===== src/rtl/pipe5_pkg.sv =====
package pipe5_pkg;

    localparam int XLEN  = 32;
    localparam int RA_W  = 5;

    localparam logic [5:0] OPC_ALU  = 6'h00;
    localparam logic [5:0] OPC_LOAD = 6'h23;
    localparam logic [5:0] OPC_BEQ  = 6'h04;

    localparam logic [5:0] FN_ADD = 6'h20;
    localparam logic [5:0] FN_SUB = 6'h22;
    localparam logic [5:0] FN_AND = 6'h24;
    localparam logic [5:0] FN_OR  = 6'h25;

    // Execute group, MSB first: RegDest, ALUOp[1:0], ALUSrc
    typedef struct packed {
        logic       reg_dest;
        logic [1:0] alu_op;
        logic       alu_src;
    } ex_bits_t;

    // Memory group, MSB first: Branch, MemRead, MemWrite
    typedef struct packed {
        logic branch;
        logic mem_read;
        logic mem_write;
    } mem_bits_t;

    // Writeback group, MSB first: RegWrite, MemToReg
    typedef struct packed {
        logic reg_write;
        logic mem_to_reg;
    } wb_bits_t;

    typedef struct packed {
        wb_bits_t  wb;
        mem_bits_t mem;
        ex_bits_t  ex;
    } ctl_bundle_t;

    localparam ctl_bundle_t CTL_BUBBLE = 9'b00_000_0000;
    localparam ctl_bundle_t CTL_RTYPE  = 9'b10_000_1100;
    localparam ctl_bundle_t CTL_LOAD   = 9'b11_010_0001;
    localparam ctl_bundle_t CTL_BEQ    = 9'b00_100_0010;

    typedef enum logic [1:0] {
        ALU_ADD,
        ALU_SUB,
        ALU_AND,
        ALU_OR
    } alu_fn_e;

    typedef struct packed {
        logic [XLEN-1:0] pc4;
        logic [XLEN-1:0] instr;
    } ifid_t;

    typedef struct packed {
        ctl_bundle_t     ctl;
        logic [XLEN-1:0] pc4;
        logic [XLEN-1:0] rda;
        logic [XLEN-1:0] rdb;
        logic [XLEN-1:0] imm;
        logic [RA_W-1:0] rt;
        logic [RA_W-1:0] rd;
    } idex_t;

    typedef struct packed {
        wb_bits_t        wb;
        mem_bits_t       mem;
        logic [XLEN-1:0] target;
        logic [XLEN-1:0] alu;
        logic [XLEN-1:0] rdb;
        logic            zero;
        logic [RA_W-1:0] wreg;
    } exmem_t;

    typedef struct packed {
        wb_bits_t        wb;
        logic [XLEN-1:0] rdata;
        logic [XLEN-1:0] alu;
        logic [RA_W-1:0] wreg;
    } memwb_t;

endpackage


===== src/rtl/pipe5_decode.sv =====
module pipe5_decode
    import pipe5_pkg::*;
(
    input  logic [5:0]  opcode,
    output ctl_bundle_t ctl
);

    always_comb begin
        unique case (opcode)
            OPC_ALU:  ctl = CTL_RTYPE;
            OPC_LOAD: ctl = CTL_LOAD;
            OPC_BEQ:  ctl = CTL_BEQ;
            default:  ctl = CTL_BUBBLE;
        endcase
    end

endmodule


===== src/rtl/pipe5_alu.sv =====
module pipe5_alu
    import pipe5_pkg::*;
#(
    parameter int DATA_W = 32
) (
    input  logic [1:0]        alu_op,
    input  logic [5:0]        funct,
    input  logic [DATA_W-1:0] op_a,
    input  logic [DATA_W-1:0] op_b,
    output logic [DATA_W-1:0] result,
    output logic              zero
);

    alu_fn_e fn;

    always_comb begin
        unique case (alu_op)
            2'b00:   fn = ALU_ADD;
            2'b01:   fn = ALU_SUB;
            default: begin
                unique case (funct)
                    FN_SUB:  fn = ALU_SUB;
                    FN_AND:  fn = ALU_AND;
                    FN_OR:   fn = ALU_OR;
                    default: fn = ALU_ADD;
                endcase
            end
        endcase
    end

    always_comb begin
        unique case (fn)
            ALU_ADD: result = op_a + op_b;
            ALU_SUB: result = op_a - op_b;
            ALU_AND: result = op_a & op_b;
            ALU_OR:  result = op_a | op_b;
            default: result = '0;
        endcase
    end

    assign zero = (result == '0);

endmodule


===== src/rtl/pipe5_regfile.sv =====
module pipe5_regfile #(
    parameter int ADDR_W = 5,
    parameter int DATA_W = 32,
    parameter int SEED   = 10
) (
    input  logic              clk,
    input  logic              rst,
    input  logic [ADDR_W-1:0] ra,
    input  logic [ADDR_W-1:0] rb,
    output logic [DATA_W-1:0] rda,
    output logic [DATA_W-1:0] rdb,
    input  logic              we,
    input  logic [ADDR_W-1:0] wa,
    input  logic [DATA_W-1:0] wd
);

    localparam int DEPTH = 1 << ADDR_W;

    logic [DATA_W-1:0] regs [DEPTH];

    always_ff @(posedge clk) begin
        if (rst) begin
            for (int n = 0; n < DEPTH; n++) begin
                regs[n] <= DATA_W'(SEED + n);
            end
        end else if (we && (wa != '0)) begin
            regs[wa] <= wd;
        end
    end

    // Register 0 first, then same-cycle writeback, then stored value
    assign rda = (ra == '0) ? '0 : ((we && (wa == ra)) ? wd : regs[ra]);
    assign rdb = (rb == '0) ? '0 : ((we && (wa == rb)) ? wd : regs[rb]);

endmodule


===== src/rtl/pipe5_dmem.sv =====
module pipe5_dmem #(
    parameter int WORDS    = 64,
    parameter int DATA_W   = 32,
    parameter int BASE_VAL = 1000,
    localparam int AW      = $clog2(WORDS)
) (
    input  logic              clk,
    input  logic              rst,
    input  logic [AW-1:0]     word_idx,
    input  logic              rd_en,
    input  logic              wr_en,
    input  logic [DATA_W-1:0] wdata,
    output logic [DATA_W-1:0] rdata
);

    logic [DATA_W-1:0] mem [WORDS];

    always_ff @(posedge clk) begin
        if (rst) begin
            for (int i = 0; i < WORDS; i++) begin
                mem[i] <= DATA_W'(BASE_VAL + 4 * i);
            end
        end else if (wr_en) begin
            mem[word_idx] <= wdata;
        end
    end

    assign rdata = rd_en ? mem[word_idx] : '0;

endmodule


===== src/rtl/pipe5_core.sv =====
module pipe5_core
    import pipe5_pkg::*;
#(
    parameter int                      IMEM_WORDS = 32,
    parameter logic [31:0]             RESET_PC   = 32'd500,
    parameter logic [IMEM_WORDS*32-1:0] PROG_IMAGE = '0,
    parameter int                      DMEM_WORDS = 64
) (
    input  logic        clk,
    input  logic        rst,
    output logic [31:0] dbg_pc,
    output logic [31:0] dbg_ifid_instr,
    output logic [31:0] dbg_ifid_pc4,
    output logic [8:0]  dbg_idex_ctrl,
    output logic [31:0] dbg_idex_rda,
    output logic [31:0] dbg_idex_rdb,
    output logic [31:0] dbg_idex_imm,
    output logic [4:0]  dbg_exmem_ctrl,
    output logic [31:0] dbg_exmem_alu,
    output logic        dbg_exmem_zero,
    output logic [31:0] dbg_exmem_target,
    output logic [1:0]  dbg_memwb_ctrl,
    output logic [4:0]  dbg_memwb_wreg,
    output logic [31:0] dbg_wb_value
);

    localparam int IW = (IMEM_WORDS > 1) ? $clog2(IMEM_WORDS) : 1;
    localparam int DW = $clog2(DMEM_WORDS);

    logic [XLEN-1:0] pc;
    ifid_t           ifid;
    idex_t           idex;
    exmem_t          exmem;
    memwb_t          memwb;

    // ---------------- fetch ----------------
    logic [XLEN-1:0] fetch_off;
    logic [XLEN-1:0] fetch_word;
    logic [XLEN-1:0] instr_f;
    logic [XLEN-1:0] pc_plus4;
    logic            take_branch;
    logic [XLEN-1:0] pc_next;

    always_comb begin
        fetch_off  = pc - RESET_PC;
        fetch_word = fetch_off >> 2;
        if (fetch_word < 32'(IMEM_WORDS)) begin
            instr_f = PROG_IMAGE[{fetch_word[IW-1:0], 5'd0} +: 32];
        end else begin
            instr_f = '0;
        end
    end

    assign pc_plus4    = pc + 32'd4;
    assign take_branch = exmem.mem.branch & exmem.zero;
    assign pc_next     = take_branch ? exmem.target : pc_plus4;

    // ---------------- decode ----------------
    ctl_bundle_t     ctl_d;
    logic [XLEN-1:0] rda_d;
    logic [XLEN-1:0] rdb_d;
    logic [XLEN-1:0] imm_d;
    logic            wb_we;
    logic [XLEN-1:0] wb_value;

    pipe5_decode u_decode (
        .opcode (ifid.instr[31:26]),
        .ctl    (ctl_d)
    );

    pipe5_regfile #(
        .ADDR_W (RA_W),
        .DATA_W (XLEN),
        .SEED   (10)
    ) u_regs (
        .clk (clk),
        .rst (rst),
        .ra  (ifid.instr[25:21]),
        .rb  (ifid.instr[20:16]),
        .rda (rda_d),
        .rdb (rdb_d),
        .we  (wb_we),
        .wa  (memwb.wreg),
        .wd  (wb_value)
    );

    assign imm_d = {{16{ifid.instr[15]}}, ifid.instr[15:0]};

    // ---------------- execute ----------------
    logic [XLEN-1:0] alu_b;
    logic [XLEN-1:0] alu_res;
    logic            alu_zero;
    logic [XLEN-1:0] target_e;
    logic [RA_W-1:0] wreg_e;

    assign alu_b    = idex.ctl.ex.alu_src ? idex.imm : idex.rdb;
    assign target_e = idex.pc4 + (idex.imm << 2);
    assign wreg_e   = idex.ctl.ex.reg_dest ? idex.rd : idex.rt;

    pipe5_alu #(
        .DATA_W (XLEN)
    ) u_alu (
        .alu_op (idex.ctl.ex.alu_op),
        .funct  (idex.imm[5:0]),
        .op_a   (idex.rda),
        .op_b   (alu_b),
        .result (alu_res),
        .zero   (alu_zero)
    );

    // ---------------- memory ----------------
    logic [XLEN-1:0] rdata_m;

    pipe5_dmem #(
        .WORDS    (DMEM_WORDS),
        .DATA_W   (XLEN),
        .BASE_VAL (1000)
    ) u_dmem (
        .clk      (clk),
        .rst      (rst),
        .word_idx (exmem.alu[DW+1:2]),
        .rd_en    (exmem.mem.mem_read),
        .wr_en    (exmem.mem.mem_write),
        .wdata    (exmem.rdb),
        .rdata    (rdata_m)
    );

    // ---------------- writeback ----------------
    assign wb_we    = memwb.wb.reg_write;
    assign wb_value = memwb.wb.mem_to_reg ? memwb.rdata : memwb.alu;

    // ---------------- stage registers ----------------
    always_ff @(posedge clk) begin
        if (rst) begin
            pc    <= RESET_PC;
            ifid  <= '0;
            idex  <= '0;
            exmem <= '0;
            memwb <= '0;
        end else begin
            pc          <= pc_next;

            ifid.pc4    <= pc_plus4;
            ifid.instr  <= instr_f;

            idex.ctl    <= ctl_d;
            idex.pc4    <= ifid.pc4;
            idex.rda    <= rda_d;
            idex.rdb    <= rdb_d;
            idex.imm    <= imm_d;
            idex.rt     <= ifid.instr[20:16];
            idex.rd     <= ifid.instr[15:11];

            exmem.wb     <= idex.ctl.wb;
            exmem.mem    <= idex.ctl.mem;
            exmem.target <= target_e;
            exmem.alu    <= alu_res;
            exmem.rdb    <= idex.rdb;
            exmem.zero   <= alu_zero;
            exmem.wreg   <= wreg_e;

            memwb.wb    <= exmem.wb;
            memwb.rdata <= rdata_m;
            memwb.alu   <= exmem.alu;
            memwb.wreg  <= exmem.wreg;
        end
    end

    // ---------------- observation ----------------
    assign dbg_pc           = pc;
    assign dbg_ifid_instr   = ifid.instr;
    assign dbg_ifid_pc4     = ifid.pc4;
    assign dbg_idex_ctrl    = idex.ctl;
    assign dbg_idex_rda     = idex.rda;
    assign dbg_idex_rdb     = idex.rdb;
    assign dbg_idex_imm     = idex.imm;
    assign dbg_exmem_ctrl   = {exmem.wb, exmem.mem};
    assign dbg_exmem_alu    = exmem.alu;
    assign dbg_exmem_zero   = exmem.zero;
    assign dbg_exmem_target = exmem.target;
    assign dbg_memwb_ctrl   = memwb.wb;
    assign dbg_memwb_wreg   = memwb.wreg;
    assign dbg_wb_value     = wb_value;

endmodule


===== config.mk =====
export PLATFORM = sky130hd
export DESIGN_NAME = pipe5_core
export DESIGN_NICKNAME = d
export VERILOG_FILES = /design/src/rtl/pipe5_pkg.sv /design/src/rtl/pipe5_decode.sv /design/src/rtl/pipe5_alu.sv /design/src/rtl/pipe5_regfile.sv /design/src/rtl/pipe5_dmem.sv /design/src/rtl/pipe5_core.sv
export SDC_FILE = /design/constraint.sdc
export NUM_CORES = 1
export LEC_CHECK = 0
export BUFFER_PORTS_ARGS = -buffer_cell sky130_fd_sc_hd__clkbuf_2
export CORE_AREA = 4 4 119 121
export CTS_BUF_LIST = sky130_fd_sc_hd__clkbuf_4 sky130_fd_sc_hd__clkbuf_8
export CTS_CLUSTER_DIAMETER = 120
export CTS_CLUSTER_SIZE = 25
export DETAILED_ROUTE_END_ITERATION = 6
export DIE_AREA = 0 0 123 125
export PLACE_DENSITY = 0.73
export SLEW_MARGIN = 20
export SYNTH_ARGS = -nofsm -noshare
export SYNTH_HDL_FRONTEND = slang
export SYNTH_SLANG_ARGS = --single-unit

===== constraint.sdc =====
create_clock -name clk -period 2.4 [get_ports clk]
set_clock_uncertainty 0.05 [all_clocks]
set_input_delay 0.24 -clock clk [delete_from_list [all_inputs] [get_ports clk]]
set_output_delay 0.24 -clock clk [all_outputs]
set_load 0.1 [all_outputs]

==> metrics.txt <==
status=complete, no violations; final setup TNS=0 ns; CP cell instances=and4_1, nand4_4, nor4_1, mux2_2; die height=125 um; port bufs=97; Synth Area in Compound Gates=1.001%; DR WL met3=780 um; total global routing overflow=0; Mapped Area=4999 um2; highest routed layer=met4; hold_buf cts=0; Post-Synth Adder-Cell Area=0.2503%; WL met1=2999 um; Worst Path Arrival=2.15 ns; drt wl/cell=10.33 um; r2r worst-path depth=4; Max Cap Violations=0; clock transition at the registers of the reported paths=0.08 ns; Post-DP HPWL=6552 um; slew margin rel.=60.95%; Hold Path Class=input port to register; Starting Density=38.20%; Final Hold Viols=0; htree depth=3; largest family of logic cells by synthesized area=buffers and inverters; vias per cell=3.505; CTS Buf Count=9; Avg Cell Area, Syn=9.326 um2; Finished Core Util=37.49%; antenna violations before repair=0; final worst slack=0.4547 ns; Period Utilization, post-route=81.05%; WP depth=4; Final setup viols=0; clock buffer depth=2; Routed Antenna Nets=0; Gates resized, CTS repair=0; delay-heaviest family, CP=simple AND/OR/NAND/NOR gates; DRC=0; XOR/XNOR share of the synthesized area=1.752%; Worst Path Required=2.60 ns; sequential element share of the synthesized area=39.65%; DRT iter0 DRCs=96; crit path launch type=register; Fillers=1339; WP buf/inv=0; latest clock arrival within the worst-skew pair=0.36 ns; simple-gate area share of the yosys netlist=16.10%; hold depth=2; antenna cell count=0; Ys Warns=0; number of top-level pins=312; post-CTS setup repair buffer count=0; vias in the first global route=2160; Worst-Margin Slew=0.5883 ns; area of the core=13090 um2; fin. max-slew vios=0; first-pass GRT wire length=11540 um; Synth Register Bits=99; Critical Path Sink Type=register; 1st-pass router iterations=4; layout cells sized above 1=23.36%; GPL Wtd Cong=0.7765; Final #Nets=607; metal2 WL=4151 um; num rows=42; Hold WS=0.2564 ns; CTS tree=yes; final WL=8097 um; cell area power density=1022 nW/um2; RSZ-0062 raised after global routing=false; Die W=123 um; Leak=2.455 nW; fmax=514.1 MHz; Global Route Usage Sum=9.555%; Total Die Area=15380 um2; distinct cell type count after synthesis=28; via count=2748; Worst IR Drop VDD=0.0003558 V; Cells after Synth=536; final critical-path required period=1.945 ns; worst slack, placed=0.4645 ns; CP Class=register to register; Crit-path slowest cell=and4_1; Area Overhead vs Synth=-1.852%; largest net degree at the start of global routing=49; mux share of post-synthesis cell area=2.929%; Largest stage delay, worst path=0.44 ns; clk sinks=99; Clock Tree Root=clkbuf_8; CP max FO=12
-- area by class of cell --
| type | count | area, um2 | area share [%] |
|---|---|---|---|
| Inverter | 4 | 15.01 | 0.3060 |
| Multi-Input combinational cell | 389 | 1904 | 38.82 |
| Clock inverter | 4 | 98.84 | 2.015 |
| Tap cell | 176 | 220.2 | 4.489 |
| Sequential cell | 99 | 1994 | 40.65 |
| Timing Repair Buffer | 101 | 528.0 | 10.76 |
| Clock buffer | 11 | 145.1 | 2.958 |
-- sequential cells by signal, summed over array words and instances, names as in the netlist --
| name | count |
|---|---|
| dbg_ifid_pc4 | 21 |
| wb_we | 1 |
| dbg_pc | 15 |
| dbg_exmem_ctrl | 1 |
| dbg_idex_ctrl | 1 |
| idex | 30 |
| dbg_exmem_target | 30 |
-- where the power goes --
| group | switching [W] | leakage [nW] | total, W | internal (W) |
|---|---|---|---|---|
| registers | 0.0000392 | 0.803 | 0.00174 | 0.00170 |
| clock network | 0.000523 | 0.123 | 0.00125 | 0.000728 |
| logic | 0.00194 | 1.53 | 0.00202 | 0.0000812 |
-- cells in the final DEF, fill, tap and decap left out --
master and count:
conb_1 214, clkbuf_2 96, dfxtp_1 89, nor2b_1 60, nor2_1 27, nand2_1 13, mux2_2 13, clkbuf_8 10
dfxtp_2 10, nand3_1 8, xor2_1 8, nor3_1 8, nand4_1 5, o21ai_0 5, or3_1 5, a21oi_1 5
inv_1 4, nor4_1 3, bufinv_16 3, buf_4 3, and2_1 2, and4_1 2, nand4_4 2, xnor2_1 2
nor3b_1 2, and3_1 2, and4_2 1, nand3b_1 1, ha_1 1, clkbuf_4 1, clkinv_4 1, buf_2 1
buf_12 1
-- routing by layer --
layer  GRT usage, %  vias to the layer above
met3          2.575                       14
li1               -                     1363
met1          11.33                     1232
met2          15.92                      139
met5              0                        -
met4          4.495                        0
-- cell families (layout without fill, tap and decap cells) --
logic type,after synthesis,after routing
compound gates,10,10
xor+xnor,10,10
fa+ha+maj,1,1
buf+inv,261,120
flops,99,99
mux,13,13
other cells,1,214
simple gates,141,141
-- worst paths after layout --
path                            slack, ns               end  startpoint
worst max-delay path                 0.45  dbg_ifid_pc4[31]   dbg_pc[4]
worst min-delay path                 0.26         idex[130]         rst
worst min register to register       0.38         dbg_pc[2]   dbg_pc[2]
worst max register to register       0.45  dbg_ifid_pc4[31]   dbg_pc[4]
-- synthesized netlist by cell type --
library cell / count / area (um2)
buf_4: 242 / 1817
dfxtp_1: 99 / 1982
nor2b_1: 60 / 375.4
nor2_1: 27 / 101.4
mux2_2: 13 / 146.4
nand2_1: 13 / 48.80
clkbuf_1: 11 / 41.29
nand3_1: 8 / 40.04
nor3_1: 8 / 40.04
xor2_1: 8 / 70.07
a21oi_1: 5 / 25.02
nand4_1: 5 / 31.28
o21ai_0: 5 / 25.02
or3_1: 5 / 31.28
inv_1: 4 / 15.01
buf_6: 3 / 33.78
nor4_1: 3 / 18.77
and2_1: 2 / 12.51
and3_1: 2 / 12.51
and4_1: 2 / 17.52
nand4_4: 2 / 42.54
nor3b_1: 2 / 15.01
xnor2_1: 2 / 17.52
and4_2: 1 / 10.01
buf_2: 1 / 5.000
conb_1: 1 / 3.750
ha_1: 1 / 12.51
nand3b_1: 1 / 7.510
-- metrics by stage --
stage | area (um2) | instances | total power [W]
2_1_floorplan | 5811 | 749 | 0.004003
3_3_place_gp | 4662 | 769 | 0.003786
3_5_place_dp | 4662 | 769 | 0.003792
4_1_cts | 4906 | 784 | 0.005041
5_1_grt | 4906 | 784 | 0.005166
6_report | 4906 | 784 | 0.005016
No activity file was read; power rests on OpenSTA's default activity.
